===== src/rtl/a429_tx_pkg.sv =====
package a429_tx_pkg;
    typedef enum logic [1:0] {
        TX_IDLE = 2'd0,
        TX_SEND = 2'd1,
        TX_GAP  = 2'd2
    } tx_state_e;
endpackage


===== src/rtl/tx_word_queue.sv =====
module tx_word_queue #(
    parameter int unsigned DEPTH  = 32,
    parameter int unsigned HALF_W = 16
) (
    input  logic                  clk,
    input  logic                  rst_n,
    input  logic                  load_lo,
    input  logic                  load_hi,
    input  logic [HALF_W-1:0]     din,
    input  logic                  pop,
    output logic [2*HALF_W-1:0]   head,
    output logic                  empty,
    output logic                  below_half,
    output logic                  full
);
    localparam int unsigned PTR_W = (DEPTH > 1) ? $clog2(DEPTH) : 1;
    localparam int unsigned CNT_W = $clog2(DEPTH + 1);
    localparam logic [PTR_W-1:0] PTR_LAST = PTR_W'(DEPTH - 1);
    localparam logic [CNT_W-1:0] CNT_FULL = CNT_W'(DEPTH);
    localparam logic [CNT_W-1:0] CNT_HALF = CNT_W'(DEPTH / 2);

    typedef struct packed {
        logic [HALF_W-1:0] lo;
        logic [PTR_W-1:0]  wr_ptr;
        logic [PTR_W-1:0]  rd_ptr;
        logic [CNT_W-1:0]  count;
    } q_state_t;

    q_state_t st_q, st_d;
    logic [2*HALF_W-1:0] mem_q [DEPTH];
    logic push;

    assign push = load_hi && (st_q.count != CNT_FULL);

    always_comb begin
        st_d = st_q;
        if (load_lo) begin
            st_d.lo = din;
        end
        if (push) begin
            st_d.wr_ptr = (st_q.wr_ptr == PTR_LAST) ? '0 : st_q.wr_ptr + 1'b1;
        end
        if (pop) begin
            st_d.rd_ptr = (st_q.rd_ptr == PTR_LAST) ? '0 : st_q.rd_ptr + 1'b1;
        end
        case ({push, pop})
            2'b10:   st_d.count = st_q.count + 1'b1;
            2'b01:   st_d.count = st_q.count - 1'b1;
            default: st_d.count = st_q.count;
        endcase
    end

    always_ff @(posedge clk or negedge rst_n) begin
        if (!rst_n) begin
            st_q <= '0;
        end else begin
            st_q <= st_d;
        end
    end

    always_ff @(posedge clk) begin
        if (push) begin
            mem_q[st_q.wr_ptr] <= {din, st_q.lo};
        end
    end

    assign head       = mem_q[st_q.rd_ptr];
    assign empty      = (st_q.count == '0);
    assign below_half = (st_q.count < CNT_HALF);
    assign full       = (st_q.count == CNT_FULL);

    AST_NO_OVERFLOW: assert property (@(posedge clk) disable iff (!rst_n)
        st_q.count <= CNT_FULL);
    AST_FULL_DROP: assert property (@(posedge clk) disable iff (!rst_n)
        (full && load_hi && !pop) |=> full);
    AST_POP_NONEMPTY: assert property (@(posedge clk) disable iff (!rst_n)
        pop |-> !empty);
endmodule


===== src/rtl/tx_bit_timer.sv =====
module tx_bit_timer #(
    parameter int unsigned DIV_FAST = 10,
    parameter int unsigned DIV_SLOW = 80
) (
    input  logic clk,
    input  logic rst_n,
    input  logic restart,
    input  logic rate_slow,
    output logic first_half,
    output logic bit_end
);
    localparam int unsigned DIV_MAX = (DIV_SLOW > DIV_FAST) ? DIV_SLOW : DIV_FAST;
    localparam int unsigned CW = $clog2(DIV_MAX);
    localparam logic [CW-1:0] LIM_FAST  = CW'(DIV_FAST - 1);
    localparam logic [CW-1:0] LIM_SLOW  = CW'(DIV_SLOW - 1);
    localparam logic [CW-1:0] HALF_FAST = CW'(DIV_FAST / 2);
    localparam logic [CW-1:0] HALF_SLOW = CW'(DIV_SLOW / 2);

    typedef struct packed {
        logic [CW-1:0] cnt;
        logic          slow;
    } tm_state_t;

    tm_state_t st_q, st_d;
    logic [CW-1:0] lim;

    assign lim = st_q.slow ? LIM_SLOW : LIM_FAST;

    always_comb begin
        st_d = st_q;
        if (restart) begin
            st_d.cnt  = '0;
            st_d.slow = rate_slow;
        end else if (st_q.cnt == lim) begin
            st_d.cnt = '0;
        end else begin
            st_d.cnt = st_q.cnt + 1'b1;
        end
    end

    always_ff @(posedge clk or negedge rst_n) begin
        if (!rst_n) begin
            st_q <= '0;
        end else begin
            st_q <= st_d;
        end
    end

    assign first_half = st_q.cnt < (st_q.slow ? HALF_SLOW : HALF_FAST);
    assign bit_end    = (st_q.cnt == lim);

    AST_CNT_IN_RANGE: assert property (@(posedge clk) disable iff (!rst_n)
        st_q.cnt <= CW'(DIV_MAX - 1));
    AST_RATE_HELD: assert property (@(posedge clk) disable iff (!rst_n)
        !restart |=> $stable(st_q.slow));
endmodule


===== src/rtl/tx_line_shifter.sv =====
module tx_line_shifter
    import a429_tx_pkg::*;
#(
    parameter int unsigned WORD_W   = 32,
    parameter int unsigned GAP_BITS = 4
) (
    input  logic              clk,
    input  logic              rst_n,
    input  logic              tx_enable,
    input  logic              q_empty,
    input  logic [WORD_W-1:0] q_head,
    input  logic              parity_en,
    input  logic              parity_even,
    input  logic              first_half,
    input  logic              bit_end,
    output logic              q_pop,
    output logic              timer_restart,
    output logic              line_hi,
    output logic              line_lo
);
    localparam int unsigned CMAX = (WORD_W > GAP_BITS) ? WORD_W : GAP_BITS;
    localparam int unsigned BC_W = $clog2(CMAX);
    localparam logic [BC_W-1:0] LAST_BIT = BC_W'(WORD_W - 1);
    localparam logic [BC_W-1:0] LAST_GAP = BC_W'(GAP_BITS - 1);

    typedef struct packed {
        tx_state_e         state;
        logic [WORD_W-1:0] shift;
        logic [BC_W-1:0]   bit_cnt;
    } sh_state_t;

    sh_state_t st_q, st_d;
    logic start;
    logic top_bit;

    assign start = (st_q.state == TX_IDLE) && tx_enable && !q_empty;

    always_comb begin
        if (!parity_en) begin
            top_bit = q_head[WORD_W-1];
        end else if (parity_even) begin
            top_bit = ^q_head[WORD_W-2:0];
        end else begin
            top_bit = ~^q_head[WORD_W-2:0];
        end
    end

    always_comb begin
        st_d = st_q;
        case (st_q.state)
            TX_IDLE: begin
                if (start) begin
                    st_d.state   = TX_SEND;
                    st_d.shift   = {top_bit, q_head[WORD_W-2:0]};
                    st_d.bit_cnt = '0;
                end
            end
            TX_SEND: begin
                if (bit_end) begin
                    st_d.shift   = st_q.shift >> 1;
                    if (st_q.bit_cnt == LAST_BIT) begin
                        st_d.state   = TX_GAP;
                        st_d.bit_cnt = '0;
                    end else begin
                        st_d.bit_cnt = st_q.bit_cnt + 1'b1;
                    end
                end
            end
            TX_GAP: begin
                if (bit_end) begin
                    if (st_q.bit_cnt == LAST_GAP) begin
                        st_d.state   = TX_IDLE;
                        st_d.bit_cnt = '0;
                    end else begin
                        st_d.bit_cnt = st_q.bit_cnt + 1'b1;
                    end
                end
            end
            default: begin
                st_d.state = TX_IDLE;
            end
        endcase
    end

    always_ff @(posedge clk or negedge rst_n) begin
        if (!rst_n) begin
            st_q <= '{state: TX_IDLE, shift: '0, bit_cnt: '0};
        end else begin
            st_q <= st_d;
        end
    end

    assign q_pop         = start;
    assign timer_restart = start;
    assign line_hi = (st_q.state == TX_SEND) && first_half && st_q.shift[0];
    assign line_lo = (st_q.state == TX_SEND) && first_half && !st_q.shift[0];

    AST_RZ_EXCL: assert property (@(posedge clk) disable iff (!rst_n)
        !(line_hi && line_lo));
    AST_HOLD_WHEN_DISABLED: assert property (@(posedge clk) disable iff (!rst_n)
        (st_q.state == TX_IDLE && !tx_enable) |=> st_q.state == TX_IDLE);
    AST_SEND_COMPLETES: assert property (@(posedge clk) disable iff (!rst_n)
        (st_q.state == TX_SEND && !tx_enable) |=> st_q.state != TX_IDLE);
    AST_GAP_BEFORE_SEND: assert property (@(posedge clk) disable iff (!rst_n)
        (st_q.state == TX_GAP) |=> st_q.state != TX_SEND);
endmodule


===== src/rtl/a429_tx_serializer.sv =====
module a429_tx_serializer #(
    parameter int unsigned DEPTH    = 32,
    parameter int unsigned HALF_W   = 16,
    parameter int unsigned DIV_FAST = 10,
    parameter int unsigned DIV_SLOW = 80,
    parameter int unsigned GAP_BITS = 4
) (
    input  logic              clk,
    input  logic              rst_n,
    input  logic              load_lo,
    input  logic              load_hi,
    input  logic [HALF_W-1:0] din,
    input  logic              parity_en,
    input  logic              parity_even,
    input  logic              rate_slow,
    input  logic              tx_enable,
    output logic              line_hi,
    output logic              line_lo,
    output logic              tx_ready,
    output logic              half_flag,
    output logic              full_flag
);
    localparam int unsigned WORD_W = 2 * HALF_W;

    logic [WORD_W-1:0] head;
    logic q_empty, q_pop, restart, first_half, bit_end;

    tx_word_queue #(.DEPTH(DEPTH), .HALF_W(HALF_W)) u_queue (
        .clk        (clk),
        .rst_n      (rst_n),
        .load_lo    (load_lo),
        .load_hi    (load_hi),
        .din        (din),
        .pop        (q_pop),
        .head       (head),
        .empty      (q_empty),
        .below_half (half_flag),
        .full       (full_flag)
    );

    tx_bit_timer #(.DIV_FAST(DIV_FAST), .DIV_SLOW(DIV_SLOW)) u_timer (
        .clk        (clk),
        .rst_n      (rst_n),
        .restart    (restart),
        .rate_slow  (rate_slow),
        .first_half (first_half),
        .bit_end    (bit_end)
    );

    tx_line_shifter #(.WORD_W(WORD_W), .GAP_BITS(GAP_BITS)) u_shifter (
        .clk           (clk),
        .rst_n         (rst_n),
        .tx_enable     (tx_enable),
        .q_empty       (q_empty),
        .q_head        (head),
        .parity_en     (parity_en),
        .parity_even   (parity_even),
        .first_half    (first_half),
        .bit_end       (bit_end),
        .q_pop         (q_pop),
        .timer_restart (restart),
        .line_hi       (line_hi),
        .line_lo       (line_lo)
    );

    assign tx_ready = q_empty;
endmodule


===== config.mk =====
export PLATFORM = sky130hd
export DESIGN_NAME = a429_tx_serializer
export DESIGN_NICKNAME = d
export VERILOG_FILES = /design/src/rtl/a429_tx_pkg.sv /design/src/rtl/tx_word_queue.sv /design/src/rtl/tx_bit_timer.sv /design/src/rtl/tx_line_shifter.sv /design/src/rtl/a429_tx_serializer.sv
export SDC_FILE = /design/constraint.sdc
export NUM_CORES = 1
export LEC_CHECK = 0
export BUFFER_PORTS_ARGS = -buffer_cell sky130_fd_sc_hd__buf_2
export CAP_MARGIN = 30
export CORE_MARGIN = 3
export CORE_UTILIZATION = 40
export CTS_CLUSTER_SIZE = 20
export DETAILED_ROUTE_END_ITERATION = 8
export SETUP_SLACK_MARGIN = 0.02
export SLEW_MARGIN = 5
export SYNTH_ARGS = -nofsm -noshare
export SYNTH_HDL_FRONTEND = slang
export SYNTH_SLANG_ARGS = --single-unit

===== constraint.sdc =====
create_clock -name clk -period 4.07 [get_ports clk]
set_input_delay 0.6105 -clock clk [delete_from_list [all_inputs] [get_ports clk]]
set_output_delay 0.6105 -clock clk [all_outputs]
set_load 0.01 [all_outputs]

Word level (Yosys, flattened, before mapping)
Memories as Yosys holds them, arrays and structs flattened.
Index checks and enable logic that the tools add are counted.
- bits in registers: 79
- bits in latches: 0
- RAM bits: 1024
- bits in read-only memories: 0
- bits of input ports: 24
- output and inout port bits: 5
- word-level logic and storage cells: 74
- memories kept: 1
- memories (name ; words ; bits a word ; read ports ; clocked after memory_dff ; wr ports ; line ; RTL):
    u_queue.mem_q ; 32 ; 32 ; 1 ; 0 ; 1 ; tx_word_queue.sv:30 ; logic [2*HALF_W-1:0] mem_q [DEPTH];
- $add $sub $neg: 6
- multiply operators: 0
- div/mod/pow operators: 0
- magnitude comparators: 2
- equality and inequality tests: 16
- shifts and indexed selects: 0
- mux-type cells: 22
- bitwise gates (word level): 0
- reductions and logical operators: 18
- operator list (cell ; number):
    two-way mux 39 bit ; 2
    case mux 32 bit (2 select lines) ; 1
    XNOR reduction 31 bit ; 1
    XOR reduction 31 bit ; 1
    two-way mux 5 bit ; 5
    two-way mux 7 bit ; 3
    adder 5 x 1 -> 5 bit (second input constant) ; 3
    equality test 5 bit (second input constant) ; 3
    case mux 5 bit (3 select lines) ; 1
    case mux 6 bit (2 select lines) ; 1
    adder 7 x 1 -> 7 bit (second input constant) ; 1
    equality test 7 bit ; 1
    < comparator 7 bit ; 1
    adder 6 x 1 -> 6 bit (second input constant) ; 1
    equality test 6 bit (second input constant) ; 1
    logical AND 1 bit ; 6
    logical NOT 6 bit ; 1
    < comparator 6 x 5 -> 1 bit (second input constant) ; 1
    two-way mux 2 bit ; 3
    two-way mux 6 bit ; 1
    inequality test 2 bit (second input constant) ; 3
    inequality test 6 bit (second input constant) ; 1
    case mux 2 bit (3 select lines) ; 1
    subtractor 6 x 1 -> 6 bit (second input constant) ; 1
    other kinds (12) ; 20

Depth between registers and ports, before layout
Gate-level depths: netlist of the first run.
An unclocked memory read counts as a cell.
- word-level depth: 6
- depth in mapped cells: 16
- mapped depth without buffers: 14

By module
From an unflattened synthesis of the first run, not the netlist that was laid out.
- cell total of the unflattened synthesis: 2334
- area, all modules: 43648.1 um2
- modules (own cells, without submodules) (module ; times used ; cells each ; area each (um2) ; seq. area each (um2)):
    tx_word_queue ; 1 ; 2066 ; 40869.2 ; 31550.3
    tx_line_shifter ; 1 ; 224 ; 2289.7 ; 975.9
    tx_bit_timer ; 1 ; 44 ; 489.2 ; 200.2

Worst setup path before layout of the first run
No wires, ideal clock.
- path type: register to register
- start: register u_queue.st_q[6] (netlist bit)
- end: register u_shifter.st_q[36] (netlist bit)
- library setup time: 0.076 ns
- arrival time: 3.166 ns
- data required time: 3.994 ns
- slack: 0.828 ns
- stages on the path, launching flop included: 11
- path buffers: 2
- period minus slack after synthesis: 3.242 ns
- path through: dfrtp_1 > buf_6 > buf_6 > mux4_2 > mux4_2 > a21oi_1 > xnor3_1 > xnor2_1 > xnor3_1 > xnor3_1 > o21ai_1
- cells in the longest elaborated chain, start to end: 6
- elaborated cells between the ends (all ways): 7
- classes of those cells: mux: 4; reduce/logical: 2; memory: 1
- RTL lines (element ; line ; RTL):
    start: declaration ; tx_word_queue.sv:29 ; q_state_t st_q, st_d;
    start signal: assignment ; tx_word_queue.sv:57 ; st_q <= st_d;
    memory (32 x 32 bit) * ; -- ;
    XNOR reduction 31 bit or XOR reduction 31 bit (tied branches) ; tx_line_shifter.sv:44, tx_line_shifter.sv:42 ;
    two-way mux 1 bit ; tx_line_shifter.sv:41 ; end else if (parity_even) begin
    two-way mux 1 bit * ; tx_line_shifter.sv:39 ; if (!parity_en) begin
    two-way mux 39 bit * ; tx_line_shifter.sv:52 ; if (start) begin
    case mux 32 bit (2 select lines) * ; tx_line_shifter.sv:50 ; case (st_q.state)
    end signal: assignment ; tx_line_shifter.sv:87 ; st_q <= '{state: TX_IDLE, shift: '0, bit_cnt: '0};
    end signal: assignment ; tx_line_shifter.sv:89 ; st_q <= st_d;
    end: declaration ; tx_line_shifter.sv:32 ; sh_state_t st_q, st_d;
Mark *: on every way between the ends. The rest lies on a longest branch, timed or not. The select of a mux whose other input is x is not followed.
A chain may end at the register's enable or synchronous reset.

Final worst setup path of the first run
- start: register u_queue.st_q[7] (netlist bit)
- end: register u_shifter.st_q[36] (netlist bit)
The elaborated chain is that of the path after synthesis.

==> results.json, run 1 <==
{
  "floorplan.io_pins": 29,
  "finalPower_w": 0.02508,
  "final_net_count": 2357,
  "setup_violations": 0,
  "post-cts-setup-buffers": 0,
  "layoutNonFillerInstCount": 3814,
  "startpoint_type": "flip-flop",
  "cts_buffer_depth": 3,
  "postSynthRegisterBits": 1103,
  "outcome": "finished clean",
  "synth_mux_area_frac": 0.1534,
  "dieHeight_um": 336.8,
  "postCtsHoldBufs": 0,
  "synthAdderAreaFrac": 0.005717,
  "grt_setup_unrepaired": "no",
  "clkPwrFrac": 0.414,
  "dp.final_hpwl_um": 62450,
  "power.internal_w": 0.01956,
  "first_pass_grt_wire_length_um": 160500,
  "grt_antenna_before_repair": 5,
  "dp_cells": 3594,
  "grt_pass1_vias": 22340,
  "final_antenna_net_count": 0,
  "p_sw_frac": 0.2201,
  "clk_latency_ns": 0.68,
  "average_routed_wire_per_standard_cell_um": 29.20,
  "area_delta_synth_final_pct": 14.80,
  "syn_area_um2": 43770,
  "yosys_most_used_dff": "sky130_fd_sc_hd__edfxtp_1",
  "mostFrequentLayoutCell": "sky130_fd_sc_hd__edfxtp_1",
  "post_synth_inst_count": 2158,
  "drt-initial-drc-count": 2453,
  "pwr-share-comb": 0.056,
  "drc_markers": 0,
  "grt_remaining_overflow": 0,
  "power.net_switching_w": 0.005520,
  "synth_area_in_xor_xnor": 0.009920,
  "clkSlewWorstSetupHoldPaths_ns": 0.06,
  "fp-row-count": 120,
  "post_cts_resize_count": 0,
  "die_area_um2": 113400,
  "clock_skew_ns": 0.02695,
  "vias": 22060,
  "tritoncts": "done",
  "synth-warning-count": 0,
  "worst_slew_margin_rel": 0.3305,
  "timing.hold.worst.class": "input port to asynchronous set/reset pin",
  "min_tclk_post_route_ns": 3.792,
  "power-per-cell-area_nw_per_um2": 499.2,
  "static-leakage-power_nw": 15.85,
  "setup.worst_path.end_class": "flip-flop",
  "tritoncts.num_buffers": 112,
  "post_synth_and_or_nand_nor_area_fraction": 0.03036,
  "max_freq_mhz": 263.7,
  "synth_top_family_by_area": "multiplexers",
  "layout_common_cells": "sky130_fd_sc_hd__edfxtp_1, sky130_fd_sc_hd__mux4_2, sky130_fd_sc_hd__nand2_1, sky130_fd_sc_hd__clkbuf_16, sky130_fd_sc_hd__buf_4",
  "crit_type": "flip-flop to flip-flop",
  "clockRootBuffer": "sky130_fd_sc_hd__clkbuf_16",
  "tightest_slew_ns": 1.004,
  "cts.sink_count": 1103,
  "htree_num_levels": 3,
  "via_per_inst": 5.784,
  "max_cap_violations": 0,
  "drt_first_pass_iters": 5,
  "post_route_cells_drive_above_1_share": 0.2680,
  "post_synth.cell_area_avg_um2": 20.28,
  "crit_fanout": 27,
  "finalCritPeriodShare": 0.9317,
  "pwr-share-seq": 0.530,
  "final_hold_viol_count": 0,
  "core-area_um2": 107800,
  "timing_max_transition_violations_final": 0,
  "place.port_buffers": 28,
  "initial_core_util": 0.4060,
  "synth_seq_area_share": 0.7477,
  "global_route.usage.total": 0.1984,
  "dieWidth_um": 336.8,
  "crit_required_ns": 4.67,
  "grt_max_degree": 64,
  "synth.lib_cells_used.distinct": 69,
  "gp_congestion": 0.7758,
  "tns_ns": 0,
  "async_set_or_reset_flop_fraction_in_the_synthesized_netlist": 0.07162,
  "synth.net_count": 2202,
  "worstPathArrival_ns": 4.39,
  "synth_compound_gate_area_share": 0.03187,
  "routed_wirelength_um": 111400,
  "synth_enable_flop_cells": 1024,
  "ir_worst_vdd_uv": 353.8
}
power by group through the flow:
stage | Combinational [W] | Clock [W] | Sequential (W)
4_1_cts | 0.00130 | 0.0106 | 0.0134
6_report | 0.00140 | 0.0104 | 0.0133
3_5_place_dp | 0.00130 | 0 | 0.0136
2_1_floorplan | 0.000586 | 0 | 0.0135
5_1_grt | 0.00148 | 0.0110 | 0.0133
3_3_place_gp | 0.00124 | 0 | 0.0136
state kept, by name, indices dropped and copies added, names as in the netlist:
name / cells
u_queue.mem_q: 1024
u_shifter.st_q: 39
u_queue.st_q: 32
u_timer.st_q: 8
cells by family after synthesis:
| family | Yosys count |
|---|---|
| compound gates | 218 |
| xor+xnor | 36 |
| fa+ha+maj | 20 |
| buf+inv | 128 |
| flops | 1103 |
| mux | 349 |
| simple gates | 304 |
Yosys cell counts, types with 15 or more instances:
library cell               count  area (µm²)
sky130_fd_sc_hd__nand3_1      33       165.2
sky130_fd_sc_hd__xnor2_1      15       131.4
sky130_fd_sc_hd__dfrtp_1      79        1977
sky130_fd_sc_hd__edfxtp_1   1024       30750
sky130_fd_sc_hd__mux2i_1      68       680.7
sky130_fd_sc_hd__o21ai_0      71       355.3
sky130_fd_sc_hd__mux2_2       32       360.4
sky130_fd_sc_hd__buf_4        22       165.2
sky130_fd_sc_hd__nand2_1     133       499.2
sky130_fd_sc_hd__mux4_1       19       499.2
sky130_fd_sc_hd__mux4_2      229        5157
sky130_fd_sc_hd__nor2_1       87       326.6
sky130_fd_sc_hd__clkbuf_1     34       127.6
sky130_fd_sc_hd__a21oi_1      52       260.3
sky130_fd_sc_hd__buf_2        25       125.1
sky130_fd_sc_hd__ha_1         20       250.2
stage by stage:
step           utilization  setup WS [ns]  hold WS [ns]  area, µm²
5_1_grt             0.4660        0.07903       0.04743      50240
6_report            0.4661         0.2780       0.01398      50250
3_5_place_dp        0.4292         0.2959        0.4703      46270
2_1_floorplan            -         0.8279        0.3149      43770
4_1_cts             0.4641         0.2517       0.04612      50030
3_3_place_gp        0.4279         0.2731        0.4634      46130
per-layer routing:
metal	up-vias	track usage	wire, µm
met1	11810	0.2733	45870
met2	884	0.3223	54040
met3	196	0.03845	8242
met5	-	0	0
met4	0	0.05933	3213
li1	9166	-	-
final timing paths:
check	startpoint	to	slack (ns)	depth (start not counted)
setup / recovery	u_queue.st_q[7]$_DFFE_PN0N_	u_shifter.st_q[36]$_DFFE_PN0P_	0.28	10
hold / removal	rst_n	u_queue.st_q[21]$_DFFE_PN0P_	0.01	1
setup reg to reg	u_queue.st_q[7]$_DFFE_PN0N_	u_shifter.st_q[36]$_DFFE_PN0P_	0.28	10
hold reg to reg	u_shifter.st_q[13]$_DFFE_PN0P_	u_shifter.st_q[13]$_DFFE_PN0P_	0.48	2
max in group asynchronous	rst_n	u_shifter.st_q[1]$_DFFE_PN0P_	3.15	2
min in group clk	rate_slow	u_timer.st_q[0]$_DFFE_PN0N_	0.18	3
worst max-delay path, stage by stage, from the launching register on:
cell and delay (ns):
sky130_fd_sc_hd__dfrtp_4 0.78, sky130_fd_sc_hd__buf_4 0.33, sky130_fd_sc_hd__mux4_2 0.22, sky130_fd_sc_hd__mux2i_1 0.08, sky130_fd_sc_hd__mux4_2 0.52, sky130_fd_sc_hd__xnor2_1 0.17, sky130_fd_sc_hd__xnor2_1 0.43, sky130_fd_sc_hd__xnor2_1 0.18
sky130_fd_sc_hd__xnor3_1 0.46, sky130_fd_sc_hd__xnor3_1 0.37, sky130_fd_sc_hd__o21ai_1 0.16
area by class of cell:
cell class	instances	area (µm²)
fill	8858	57560
clock buffer	155	3117
inverter	15	57.56
antenna	4	10.01
sequential	1103	32740
clock inverter	53	643.1
timing repair buffer	154	1562
multi-input combinational	927	10360
tap	1403	1755
No activity file was read; power rests on OpenSTA's default activity.
==> inputs of run 2 (changes only) <==
ABC_AREA = 1   (was unset)
MAX_ROUTING_LAYER = met4   (was unset)
==> results.json, run 2 <==
{
  "outcome": "finished clean",
  "hold-path-cell-count": 3,
  "critical_path.reg2reg.endpoint": "u_shifter.st_q[36]$_DFFE_PN0P_",
  "pwr-share-seq": 0.527,
  "synth.net_count": 4731,
  "drt_first_pass_iters": 6,
  "setup.worst_path.start": "u_queue.st_q[6]$_DFFE_PN0N_",
  "crit_type": "flip-flop to flip-flop",
  "synthDominantCellAreaShare": 0.6310,
  "finalCritPeriodShare": 0.8104,
  "synth_top_cells_by_area": "sky130_fd_sc_hd__edfxtp_1, sky130_fd_sc_hd__nand2_1, sky130_fd_sc_hd__nand3_1",
  "tns_ns": 0,
  "fillers": 11010,
  "synth_area_in_xor_xnor": 0.002337,
  "final.hold.worst_slack_ns": 0.1254,
  "timing_max_transition_violations_final": 0,
  "synth_compound_gate_area_share": 0.04881,
  "worst_slew_margin_rel": 0.3327,
  "postCtsHoldBufs": 1,
  "r2r-start": "u_queue.st_q[6]$_DFFE_PN0N_",
  "p_sw_frac": 0.2272,
  "syn_area_um2": 48730,
  "dieWidth_um": 355.0,
  "cts.sink_count": 1103,
  "synth.lib_cells_used.distinct": 46,
  "max_cap_violations": 0,
  "dp_cells": 6175,
  "largest_register_ffs": 1024,
  "core-area_um2": 120400,
  "global_route.usage.total": 0.2275,
  "static-leakage-power_nw": 21.43,
  "die_area_um2": 126100,
  "final_hold_viol_count": 0,
  "gp_congestion": 0.8952,
  "leading_registers_by_flop_count": "u_queue.mem_q x1024, u_shifter.st_q x39, u_queue.st_q x32",
  "cts_buffer_depth": 3,
  "clkPwrFrac": 0.415,
  "mostFrequentLayoutCell": "sky130_fd_sc_hd__nand2_1",
  "post_dp_cell_area_um2": 51080,
  "area_delta_synth_final_pct": 12.79,
  "initial_core_util": 0.4046,
  "clkSlewWorstSetupHoldPaths_ns": 0.07,
  "setup_violations": 0,
  "layoutNonFillerInstCount": 6393,
  "floorplan.io_pins": 29,
  "max_freq_mhz": 303.2,
  "post_route_cells_drive_above_1_share": 0.08579,
  "ir_worst_vdd_uv": 335.2,
  "dieHeight_um": 355.0,
  "setup.worst_path.end_class": "flip-flop",
  "registers.top_by_ff_count": "u_queue.mem_q",
  "crit_fanout": 66,
  "clk_latency_ns": 0.70,
  "final_net_count": 4726,
  "power.internal_w": 0.01955,
  "yosys_most_used_dff": "sky130_fd_sc_hd__edfxtp_1",
  "min_tclk_post_route_ns": 3.298,
  "clockRootBuffer": "sky130_fd_sc_hd__clkbuf_16",
  "power.net_switching_w": 0.005748,
  "end_of_flow_core_utilization": 0.4563,
  "postSynthRegisterBits": 1103,
  "clock_skew_ns": 0.02946,
  "average_routed_wire_per_standard_cell_um": 22.07,
  "power-per-cell-area_nw_per_um2": 460.2,
  "synth_top_family_by_area": "simple AND/OR/NAND/NOR gates",
  "pwr-share-comb": 0.058,
  "post_synth.cell_area_avg_um2": 10.40,
  "via_per_inst": 5.290,
  "post_cts_resize_count": 0,
  "dp.final_hpwl_um": 75610,
  "tritoncts.num_buffers": 111,
  "first_pass_grt_wire_length_um": 207800,
  "grt_setup_unrepaired": "no",
  "post_synth_inst_count": 4687,
  "critical_path.endpoint": "u_shifter.st_q[36]$_DFFE_PN0P_",
  "crit_required_ns": 4.66,
  "grt_max_degree": 107,
  "grt_antenna_before_repair": 3,
  "final_antenna_net_count": 0,
  "worstPathArrival_ns": 3.89,
  "synth_seq_area_share": 0.6716,
  "most_frequent_cell_after_synthesis": "sky130_fd_sc_hd__nand2_1",
  "timing.hold.worst.class": "input port to flip-flop",
  "timing.reg2reg.setup_slack_ns": 0.77,
  "post-cts-setup-buffers": 0,
  "routed_wirelength_um": 141100,
  "layout.cell_area.non_filler_um2": 54960,
  "yosys-top-cells-count": "sky130_fd_sc_hd__nand2_1, sky130_fd_sc_hd__edfxtp_1, sky130_fd_sc_hd__nand3_1, sky130_fd_sc_hd__inv_1, sky130_fd_sc_hd__nor2_1",
  "grt_pass1_vias": 31580,
  "tritoncts": "done",
  "async_set_or_reset_flop_fraction_in_the_synthesized_netlist": 0.07162,
  "fp-row-count": 127,
  "drc_markers": 0,
  "tightest_slew_ns": 1.001,
  "htree_num_levels": 3,
  "synth_top_cell_by_area": "sky130_fd_sc_hd__edfxtp_1",
  "place.port_buffers": 28,
  "synthAdderAreaFrac": 0.005135,
  "vias": 33820,
  "synth_mux_area_frac": 0.003697,
  "startpoint_type": "flip-flop",
  "synth-warning-count": 0,
  "ff2ff_path_depth": 25,
  "synth_enable_flop_cells": 1024,
  "drt-initial-drc-count": 3788,
  "layout_common_cells": "sky130_fd_sc_hd__nand2_1, sky130_fd_sc_hd__edfxtp_1, sky130_fd_sc_hd__nand3_1, sky130_fd_sc_hd__inv_1, sky130_fd_sc_hd__nor2_1",
  "post_synth_and_or_nand_nor_area_fraction": 0.2005,
  "grt_remaining_overflow": 0
}
[run 2: cell count changes after synthesis, sizes merged, moves of 39 or more]
cell    delta
buf      +124
inv      +488
mux2i     -68
mux4     -248
nand2   +1101
nand3    +566
nor2     +289
nor3      +74
o211ai    +41
o21ai    +227
or2       +39
[run 2: cells by family after synthesis]
| kind of cell | count (synthesis) |
|---|---|
| xor gates and xnor gates | 13 |
| muxes | 16 |
| and+or+nand+nor | 2339 |
| adders and majority gates | 20 |
| buffers and inverters | 761 |
| DFF | 1103 |
| AOI/OAI and AO/OA | 435 |
[run 2: cell type report]
type / instances / area (µm²) / area share
Clock inverter: 59 / 633.1 / 0.01152
Clock buffer: 151 / 3092 / 0.05625
Antenna cell: 2 / 5.005 / 0.00009106
Timing Repair Buffer: 139 / 1624 / 0.02955
Tap cell: 1612 / 2017 / 0.03670
Sequential cell: 1103 / 32740 / 0.5957
Inverter: 504 / 1914 / 0.03483
Multi-Input combinational cell: 2823 / 12930 / 0.2353
[run 2: per-stage QoR]
step / total power [W] / setup WS, ns
2_1_floorplan: 0.01414 / 0.6129
3_3_place_gp: 0.01497 / 0.7724
3_5_place_dp: 0.01500 / 0.8152
4_1_cts: 0.02541 / 0.8064
5_1_grt: 0.02603 / 0.4797
6_report: 0.02530 / 0.7719
[run 2: critical path: stages (launching register included)]
cell                      delay, ns
sky130_fd_sc_hd__dfrtp_4       0.58
sky130_fd_sc_hd__inv_8         0.39
sky130_fd_sc_hd__buf_12        0.33
sky130_fd_sc_hd__nand2_1       0.08
sky130_fd_sc_hd__nand2_1       0.06
sky130_fd_sc_hd__nand2_1       0.05
sky130_fd_sc_hd__nand3_1       0.10
sky130_fd_sc_hd__nand3_1       0.13
sky130_fd_sc_hd__nand2_1       0.10
sky130_fd_sc_hd__nand2_1       0.07
sky130_fd_sc_hd__nand2_1       0.14
sky130_fd_sc_hd__nand2_1       0.06
sky130_fd_sc_hd__nand2_1       0.09
sky130_fd_sc_hd__nand2_1       0.05
sky130_fd_sc_hd__nand2_1       0.21
sky130_fd_sc_hd__nand2_1       0.12
sky130_fd_sc_hd__nand2_1       0.07
sky130_fd_sc_hd__nand2_1       0.06
sky130_fd_sc_hd__nand2_1       0.06
sky130_fd_sc_hd__nand2_1       0.06
sky130_fd_sc_hd__nand2_1       0.05
sky130_fd_sc_hd__nand2_1       0.04
sky130_fd_sc_hd__nand2_1       0.05
sky130_fd_sc_hd__nand2_1       0.04
sky130_fd_sc_hd__nand2_1       0.06
sky130_fd_sc_hd__nand2_1       0.05
[run 2: worst min path at each step]
| stage | from | endpoint | slack (ns) |
|---|---|---|---|
| 4_1_cts | rate_slow | u_timer.st_q[0]$_DFFE_PN0N_ | 0.08 |
| 5_1_grt | rate_slow | u_timer.st_q[0]$_DFFE_PN0N_ | 0.13 |
| 3_5_place_dp | u_shifter.st_q[36]$_DFFE_PN0P_ | u_shifter.st_q[36]$_DFFE_PN0P_ | 0.46 |
| 6_report | rate_slow | u_timer.st_q[0]$_DFFE_PN0N_ | 0.13 |
| 2_1_floorplan | rst_n | u_queue.st_q[0]$_DFFE_PN0P_ | 0.31 |
| 3_3_place_gp | u_shifter.st_q[19]$_DFFE_PN0P_ | u_shifter.st_q[19]$_DFFE_PN0P_ | 0.47 |
[run 2: power by group through the flow]
| stage | Sequential (W) | Clock [W] | Combinational [W] |
|---|---|---|---|
| CTS | 0.0134 | 0.0106 | 0.00140 |
| global route | 0.0134 | 0.0111 | 0.00158 |
| finish | 0.0133 | 0.0105 | 0.00147 |
| floorplan | 0.0135 | 0 | 0.000606 |
| detailed placement | 0.0136 | 0 | 0.00140 |
| global placement | 0.0136 | 0 | 0.00137 |
[run 2: metal layers]
layer / GRT usage / part of all wire / up-vias / wire length, µm
li1: - / - / 15750 / -
met5: - / 0 / - / 0
met4: 0.08478 / 0.037 / 0 / 5261
met2: 0.3628 / 0.47 / 1361 / 66840
met1: 0.3001 / 0.42 / 16400 / 58630
met3: 0.02757 / 0.074 / 307 / 10390
